==> config.mk <==
export PLATFORM = sky130hd
export DESIGN_NAME = supply_fault_det
export DESIGN_NICKNAME = d
export VERILOG_FILES = /design/src/rtl/sfd_pkg.sv /design/src/rtl/sfd_regs.sv /design/src/rtl/sfd_compare.sv /design/src/rtl/sfd_glitch.sv /design/src/rtl/supply_fault_det.sv
export SDC_FILE = /design/constraint.sdc
export NUM_CORES = 1
export LEC_CHECK = 0
export ABC_AREA = 1
export ABC_CLOCK_PERIOD_IN_PS = 6100
export CORE_MARGIN = 5
export CORE_UTILIZATION = 50
export CTS_BUF_LIST = sky130_fd_sc_hd__clkbuf_4
export CTS_CLUSTER_DIAMETER = 60
export DETAILED_ROUTE_END_ITERATION = 16
export PLACE_DENSITY = 0.72
export SLEW_MARGIN = 20
export SYNTH_ARGS = -nofsm -noshare
export SYNTH_HDL_FRONTEND = slang
export SYNTH_HIERARCHICAL = 1
export SYNTH_SLANG_ARGS = --single-unit
export TNS_END_PERCENT = 30
==> constraint.sdc <==
create_clock -name clk -period 6.1 [get_ports clk]
set_clock_uncertainty 0.2 [all_clocks]
set_input_delay 1.83 -clock clk [delete_from_list [all_inputs] [get_ports clk]]
set_output_delay 1.83 -clock clk [all_outputs]
set_load 0.02 [all_outputs]
==> src/rtl/sfd_pkg.sv <==
package sfd_pkg;
    localparam int DW  = 8;
    localparam int HW  = 5;
    localparam int AW  = 3;
    localparam int TSW = 3;
    localparam int CW  = 4;

    localparam logic [AW-1:0] A_UV_THR = 3'd0;
    localparam logic [AW-1:0] A_UV_HYS = 3'd1;
    localparam logic [AW-1:0] A_OV_THR = 3'd2;
    localparam logic [AW-1:0] A_OV_HYS = 3'd3;
    localparam logic [AW-1:0] A_SEL    = 3'd4;

    typedef enum logic [1:0] {
        FT_UV   = 2'd0,
        FT_OV   = 2'd1,
        FT_WIN  = 2'd2,
        FT_WIN2 = 2'd3
    } ftype_e;

    typedef struct packed {
        logic [DW-1:0]  uv_thr;
        logic [HW-1:0]  uv_hyst;
        logic [DW-1:0]  ov_thr;
        logic [HW-1:0]  ov_hyst;
        ftype_e         ftype;
        logic [TSW-1:0] tsel;
    } cfg_t;

    function automatic logic [CW-1:0] tsel_ticks(input logic [TSW-1:0] s);
        case (s)
            3'd0:    return 4'd0;
            3'd1:    return 4'd1;
            3'd2:    return 4'd2;
            3'd3:    return 4'd3;
            3'd4:    return 4'd4;
            3'd5:    return 4'd6;
            3'd6:    return 4'd8;
            default: return 4'd10;
        endcase
    endfunction
endpackage

==> src/rtl/sfd_regs.sv <==
module sfd_regs
    import sfd_pkg::*;
(
    input  logic          clk,
    input  logic          rst_n,
    input  logic          we_i,
    input  logic [AW-1:0] addr_i,
    input  logic [DW-1:0] wdata_i,
    output cfg_t          cfg_o
);
    cfg_t cfg_d, cfg_q;

    always_comb begin
        cfg_d = cfg_q;
        if (we_i) begin
            case (addr_i)
                A_UV_THR: cfg_d.uv_thr  = wdata_i;
                A_UV_HYS: cfg_d.uv_hyst = wdata_i[HW-1:0];
                A_OV_THR: cfg_d.ov_thr  = wdata_i;
                A_OV_HYS: cfg_d.ov_hyst = wdata_i[HW-1:0];
                A_SEL: begin
                    cfg_d.ftype = ftype_e'(wdata_i[1:0]);
                    cfg_d.tsel  = wdata_i[2+TSW-1:2];
                end
                default: ;
            endcase
        end
    end

    always_ff @(posedge clk or negedge rst_n) begin
        if (!rst_n) begin
            cfg_q.uv_thr  <= '0;
            cfg_q.uv_hyst <= '0;
            cfg_q.ov_thr  <= '1;
            cfg_q.ov_hyst <= '0;
            cfg_q.ftype   <= FT_UV;
            cfg_q.tsel    <= '0;
        end else begin
            cfg_q <= cfg_d;
        end
    end

    assign cfg_o = cfg_q;

    // a hysteresis write keeps only the low bits of the data
    a_r6_hyst_mask: assert property (@(posedge clk) disable iff (!rst_n)
        (we_i && addr_i == A_UV_HYS) |=> cfg_o.uv_hyst == $past(wdata_i[HW-1:0]));
endmodule

==> src/rtl/sfd_compare.sv <==
module sfd_compare
    import sfd_pkg::*;
(
    input  logic          clk,
    input  logic          rst_n,
    input  logic [DW-1:0] level_i,
    input  cfg_t          cfg_i,
    output logic          raw_o
);
    typedef struct packed {
        logic uv;
        logic ov;
    } flags_t;

    flags_t st_d, st_q;
    logic   uv_enter, uv_leave, ov_enter, ov_leave;

    always_comb begin
        uv_enter = level_i < cfg_i.uv_thr;
        uv_leave = {1'b0, level_i} > ({1'b0, cfg_i.uv_thr} + {{(DW+1-HW){1'b0}}, cfg_i.uv_hyst});
        ov_enter = level_i > cfg_i.ov_thr;
        ov_leave = ({1'b0, level_i} + {{(DW+1-HW){1'b0}}, cfg_i.ov_hyst}) < {1'b0, cfg_i.ov_thr};

        st_d = st_q;
        if (!st_q.uv)     st_d.uv = uv_enter;
        else if (uv_leave) st_d.uv = 1'b0;
        if (!st_q.ov)     st_d.ov = ov_enter;
        else if (ov_leave) st_d.ov = 1'b0;

        case (cfg_i.ftype)
            FT_UV:   raw_o = st_q.uv;
            FT_OV:   raw_o = st_q.ov;
            default: raw_o = st_q.uv | st_q.ov;
        endcase
    end

    always_ff @(posedge clk or negedge rst_n) begin
        if (!rst_n) st_q <= '0;
        else        st_q <= st_d;
    end


    a_r2_uv_enter: assert property (@(posedge clk) disable iff (!rst_n)
        (!st_q.uv && level_i < cfg_i.uv_thr) |=> st_q.uv);

    a_r3_uv_band_hold: assert property (@(posedge clk) disable iff (!rst_n)
        (st_q.uv && ({1'b0, level_i} <= ({1'b0, cfg_i.uv_thr} + 9'(cfg_i.uv_hyst)))) |=> st_q.uv);

    a_r4_ov_enter: assert property (@(posedge clk) disable iff (!rst_n)
        (!st_q.ov && level_i > cfg_i.ov_thr) |=> st_q.ov);

    a_r5_ov_band_hold: assert property (@(posedge clk) disable iff (!rst_n)
        (st_q.ov && (({1'b0, level_i} + 9'(cfg_i.ov_hyst)) >= {1'b0, cfg_i.ov_thr})) |=> st_q.ov);
endmodule

==> src/rtl/sfd_glitch.sv <==
module sfd_glitch
    import sfd_pkg::*;
(
    input  logic          clk,
    input  logic          rst_n,
    input  logic          tick_i,
    input  logic          raw_i,
    input  logic [CW-1:0] limit_i,
    output logic          flt_o
);
    typedef struct packed {
        logic          out;
        logic [CW-1:0] cnt;
    } filt_t;

    filt_t st_d, st_q;
    logic [CW-1:0] cnt_inc;

    always_comb begin
        cnt_inc = st_q.cnt + 1'b1;
        st_d    = st_q;
        if (raw_i == st_q.out) begin
            st_d.cnt = '0;
        end else if (limit_i == '0) begin
            st_d.out = raw_i;
            st_d.cnt = '0;
        end else if (tick_i) begin
            if (cnt_inc >= limit_i) begin
                st_d.out = raw_i;
                st_d.cnt = '0;
            end else begin
                st_d.cnt = cnt_inc;
            end
        end
    end

    always_ff @(posedge clk or negedge rst_n) begin
        if (!rst_n) st_q <= '0;
        else        st_q <= st_d;
    end

    assign flt_o = st_q.out;

    // no difference, no change
    a_r8_agree_hold: assert property (@(posedge clk) disable iff (!rst_n)
        (raw_i == flt_o) |=> $stable(flt_o));
    // with a nonzero timeout the output only moves on a tick
    a_r8_tick_gate: assert property (@(posedge clk) disable iff (!rst_n)
        (limit_i != '0 && !tick_i) |=> $stable(flt_o));
    // count restarts when input matches output
    a_r9_count_clear: assert property (@(posedge clk) disable iff (!rst_n)
        (raw_i == flt_o) |=> st_q.cnt == '0);
    // zero timeout copies the input one clock later
    a_r10_transparent: assert property (@(posedge clk) disable iff (!rst_n)
        (limit_i == '0) |=> flt_o == $past(raw_i));
endmodule

==> src/rtl/supply_fault_det.sv <==
module supply_fault_det
    import sfd_pkg::*;
(
    input  logic          clk,
    input  logic          rst_n,
    input  logic          tick_i,
    input  logic [DW-1:0] level_i,
    input  logic          cfg_we_i,
    input  logic [AW-1:0] cfg_addr_i,
    input  logic [DW-1:0] cfg_wdata_i,
    output logic          fault_o
);
    cfg_t          cfg;
    logic          raw_fault;
    logic [CW-1:0] limit;

    sfd_regs u_regs (
        .clk     (clk),
        .rst_n   (rst_n),
        .we_i    (cfg_we_i),
        .addr_i  (cfg_addr_i),
        .wdata_i (cfg_wdata_i),
        .cfg_o   (cfg)
    );

    sfd_compare u_cmp (
        .clk     (clk),
        .rst_n   (rst_n),
        .level_i (level_i),
        .cfg_i   (cfg),
        .raw_o   (raw_fault)
    );

    assign limit = tsel_ticks(cfg.tsel);

    sfd_glitch u_flt (
        .clk     (clk),
        .rst_n   (rst_n),
        .tick_i  (tick_i),
        .raw_i   (raw_fault),
        .limit_i (limit),
        .flt_o   (fault_o)
    );
endmodule

# After elaboration in Yosys (flattened, before gate mapping)
# Cells that the tools add are included.
dict set report op_classes {
  n_bitwise 2
  mux 11
  n_reduce_logical 13
  n_addsub 3
  n_eq_ne 12
  magnitude_cmp 5
}
# cell n
set ops {}
lappend ops {{$pmux 4 s7} 1}
lappend ops {{$add 8x5->9} 2}
lappend ops {{$eq 3x2->1 const B} 4}
lappend ops {{$eq 3x3->1 const B} 4}
lappend ops {{$mux 5} 2}
lappend ops {{$reduce_and 2->1} 5}
lappend ops {{$gt 8x9->1} 1}
lappend ops {{$lt 9x8->1} 1}
lappend ops {{$gt 8x8->1} 1}
lappend ops {{$lt 8x8->1} 1}
lappend ops {{$mux 4} 2}
lappend ops {{$eq 3x1->1 const B} 2}
lappend ops {{$logic_not 3->1} 2}
lappend ops {{$mux 1} 5}
lappend ops {{$add 4x1->4 const B} 1}
lappend ops {{$ge 4x4->1} 1}
lappend ops {{$logic_not 4->1} 1}
lappend ops {{$reduce_bool 2->1} 2}
lappend ops {{$reduce_and 3->1} 1}
lappend ops {{$reduce_bool 3->1} 1}
lappend ops {{$eq 2x1->1 const B} 1}
lappend ops {{$logic_not 2->1} 1}
lappend ops {{$pmux 1 s2} 1}
lappend ops {{$eq 1x1->1} 1}
lappend ops {{other kinds (2)} 2}
dict set report word_totals {
  elab_cells 56
  out_inout_bits 1
  inputBits 23
  register_bits 38
}

# Logic depth before layout (Yosys ltp)
dict set report logic_depth {
  ltp_word 7
  depth_mapped 17
  depth_no_buf 17
}

# Modules after synthesis
# Netlist, hierarchy kept.
# mod seq_area_each_um2 cells_per_inst area_each_um2 instances
set by_module_without_submodules {}
lappend by_module_without_submodules {sfd_compare 50.0 202 1348.8 1}
lappend by_module_without_submodules {sfd_regs 785.8 146 1300.0 1}
lappend by_module_without_submodules {sfd_glitch 125.1 59 422.9 1}
lappend by_module_without_submodules {supply_fault_det 0.0 9 33.8 1}

# Worst setup path before layout
# OpenSTA, ideal clock, no wires.
dict set report synth_timing {
  kind {in2reg}
  startpoint {input port level_i[0]}
  endpoint {register u_cmp/st_q[0] in the netlist's numbering}
  cell_stages 14
  arrival_ns 3.580
  setup_ns 0.120
  t_required_ns 5.780
  n_path_buf 0
  path_slack_ns 2.200
  cell_sequence {ha_1 inv_1 fa_1 o21ai_2 nand2_2 a21oi_2 xor2_1 ha_1 a21oi_1 nand2_1 nand2_1 nand2_1 nand2_1 nand2_1}
}
# item line_no
set synth_lines {}
lappend synth_lines {{from (decl)} supply_fault_det.sv:7} ;# input logic [DW-1:0] level_i,
lappend synth_lines {{to (signal assigned)} sfd_compare.sv:39} ;# else st_q <= st_d;
lappend synth_lines {{to (decl)} sfd_compare.sv:15} ;# flags_t st_d, st_q;

==> results.json <==
{
  "status": "finished, final reports clean",
  "grt_pass1_wl_um": 11600,
  "final_util_pct": 57.6,
  "fin_crit_ns": 4.30,
  "firstDrtPassIters": 4,
  "post_cts_buffers": 0,
  "clock_latency_ns": 0.34,
  "start_util_pct": 51.8,
  "end_kind": "flop",
  "start_kind": "input pin",
  "rows": 28,
  "io_pins": 24,
  "rsz0062_at_grt": "false",
  "cts_buffers": 5,
  "seq_area_frac_synth_pct": 30.9,
  "ys_warn_count": 6,
  "nets": 513,
  "power_switching_uw": 423,
  "syn_area_um2": 3110,
  "cts-htree-levels": 2,
  "worstRegToRegCells": 15,
  "crit_type": "input pin to flop",
  "ant_nets": 0,
  "clock.fmax_mhz": 232,
  "synth_cells": 416,
  "relSlewSlack_pct": 45.8,
  "synth_edf_count": 0,
  "io_buffers": 23,
  "cts_tree": "built",
  "root_buffer": "clkbuf_4",
  "clock_power_share_pct": 12.6,
  "combPwrFrac_pct": 50.1,
  "power.leakage_nw": 1.87,
  "hold_depth": 2,
  "grtUsageTotal_pct": 18.9,
  "first_iter_violations": 100,
  "wl_per_cell_um": 13.0,
  "die_area_um2": 7890,
  "core_um2": 5990,
  "antenna_found_initial": 0,
  "synthFlopType": "dfrtp_1",
  "area_delta_synth_final_pct": 11.2,
  "cts.sinks": 38,
  "hold_path_class": "flop to flop",
  "ys_types": 31,
  "sw_frac_of_total_pct": 43.1,
  "ctsResizeCount": 0,
  "drive_above_1_share_pct": 9.46,
  "worstPathArrival_ns": 4.33,
  "clk_pin_slew_ns": 0.10,
  "place_congestion": 0.859,
  "cts_buffer_depth": 2,
  "synth_nets": 486,
  "worstPathMaxFanout": 5,
  "gr-total-overflow": 0,
  "grt_start_max_net_pins": 39,
  "timing.rr.start": "u_regs/cfg_o[23]$_DFFE_PN0P_",
  "drv_cap": 0,
  "ff2ff_setup_slack_ns": 3.38,
  "hold_viol": 0,
  "hp-start": "u_regs/cfg_o[17]$_DFFE_PN1P_",
  "tns_ns": 0,
  "ys_top_cells_by_area": "dfrtp_1, ha_1, nand2_1, inv_1, dfstp_2",
  "powerDensity_nw_per_um2": 284,
  "r2r_end": "u_cmp/st_q[1]$_DFF_PN0_",
  "die_h_um": 88.8,
  "yosysTopAreaCellShare_pct": 24.2,
  "hpwl_um": 5490,
  "min_to": "u_regs/cfg_o[17]$_DFFE_PN1P_",
  "wl_um": 6760,
  "cts_hold_buffers": 0,
  "finalSetupViolCount": 0,
  "post-route-period-util_pct": 70.5,
  "holdWs_ns": 0.270,
  "intPower_uw": 558,
  "slew_violations": 0,
  "viasPerCell": 5.01,
  "grt_pass1_vias": 2557,
  "vias": 2600,
  "synth_seq_cells": 38,
  "worst_slew_pin_slew_ns": 0.814,
  "power_frac_seq_pct": 37.3,
  "num_antenna_cells": 0,
  "syn_avg_cell_area_um2": 7.47,
  "cp.required_ns": 6.13,
  "peakVddDrop_uv": 150,
  "async_flop_share_pct": 100,
  "die_w_um": 88.8,
  "drc": 0,
  "synth_top_area_cell": "dfrtp_1"
}
==> registers in the layout, summed over array words and instances (netlist names) <==
signal        cells
u_regs/cfg_o     31
u_cmp/st_q        2
u_flt/st_q        4
u_flt/flt_o       1
==> power by group through the flow <==
stage / Clock, mW / Combinational, mW / Sequential (mW)
4_1_cts: 0.127 / 0.494 / 0.366
5_1_grt: 0.140 / 0.576 / 0.373
3_5_place_dp: 0 / 0.490 / 0.370
3_3_place_gp: 0 / 0.472 / 0.368
6_report: 0.124 / 0.491 / 0.366
2_1_floorplan: 0 / 0.374 / 0.353
==> per-stage QoR <==
stage	std cells	worst slack [ns]	power [mW]	cell area (µm²)
floorplan	416	2.20	0.727	3110
global placement	511	1.55	0.840	3400
detailed placement	511	1.43	0.860	3400
CTS	519	1.78	0.986	3450
global route	519	1.58	1.09	3450
finish	519	1.80	0.980	3450
==> Yosys cell counts (all sizes together) (2+ instances only) <==
| cell type | number |
|---|---|
| a21oi | 24 |
| buf | 3 |
| dfrtp | 30 |
| dfstp | 8 |
| fa | 2 |
| ha | 45 |
| inv | 63 |
| nand2 | 151 |
| nand3 | 33 |
| nand4 | 6 |
| nor2 | 16 |
| nor3 | 2 |
| o21ai | 12 |
| xnor2 | 5 |
| xor2 | 9 |
==> final cells by class <==
class | instances | area [µm²]
fill | 567 | 2540
multi-input combinational | 311 | 1880
sequential | 38 | 961
inverter | 64 | 240
timing repair buffer | 23 | 225
tap | 75 | 93.8
clock buffer | 5 | 37.5
clock inverter | 3 | 16.3
==> worst max-delay path by stage <==
stage | startpoint | endpoint | slack (ns) | cells after the start
CTS | level_i[1] | u_cmp/st_q[0]$_DFF_PN0_ | 1.78 | 14
global placement | level_i[1] | u_cmp/st_q[0]$_DFF_PN0_ | 1.55 | 14
global route | level_i[1] | u_cmp/st_q[0]$_DFF_PN0_ | 1.58 | 14
finish | level_i[1] | u_cmp/st_q[0]$_DFF_PN0_ | 1.80 | 14
floorplan | level_i[0] | u_cmp/st_q[0]$_DFF_PN0_ | 2.20 | 14
detailed placement | level_i[1] | u_cmp/st_q[0]$_DFF_PN0_ | 1.43 | 14
==> worst max-delay path: stages <==
cell             delay, ns
clkdlybuf4s50_1       0.59
inv_1                 0.10
fa_1                  0.48
o21ai_2               0.24
nand2_2               0.08
a21oi_2               0.14
xor2_1                0.18
ha_1                  0.27
a21oi_1               0.16
nand2_1               0.06
nand2_1               0.05
nand2_1               0.05
nand2_1               0.06
nand2_1               0.04
==> cell usage in the layout, fill, tap and decap left out, types with 2 or more instances in the layout <==
cell             count
inv_1               59
dfstp_2              8
inv_2                4
nand2_1            143
nand2_2              6
clkbuf_4             5
xor2_1               9
fa_1                 2
a21oi_2              4
nor3_1               2
nor2_1               8
clkdlybuf4s50_1     22
o21ai_2              2
xnor2_1              5
nor2_4               3
o21ai_0              7
dfrtp_1             30
a21oi_1             20
nand3_1             33
clkinv_1             2
ha_1                45
nand4_1              6
nand2_4              2
nor2_2               5
o21ai_1              3
==> cell families (layout without fill, tap and decap cells) <==
family	Yosys count	after routing	share of synthesized area [%]
buffers and inverters	67	95	8.58
adder cells (fa/ha/maj)	47	47	19.4
flip-flops	38	38	30.9
AO/OA/AOI/OAI	42	42	7.98
XOR/XNOR	14	14	3.95
AND/OR/NAND/NOR	208	208	29.1
==> routing by layer <==
layer / GRT usage, % / vias to the layer above / part of all wire [%]
met5: 0 / - / 0
met4: 3.30 / 0 / 0.53
li1: - / 1390 / -
met2: 31.2 / 34 / 45
met1: 26.7 / 1172 / 52
met3: 2.61 / 4 / 2.9
No activity file was read; power rests on OpenSTA's default activity.
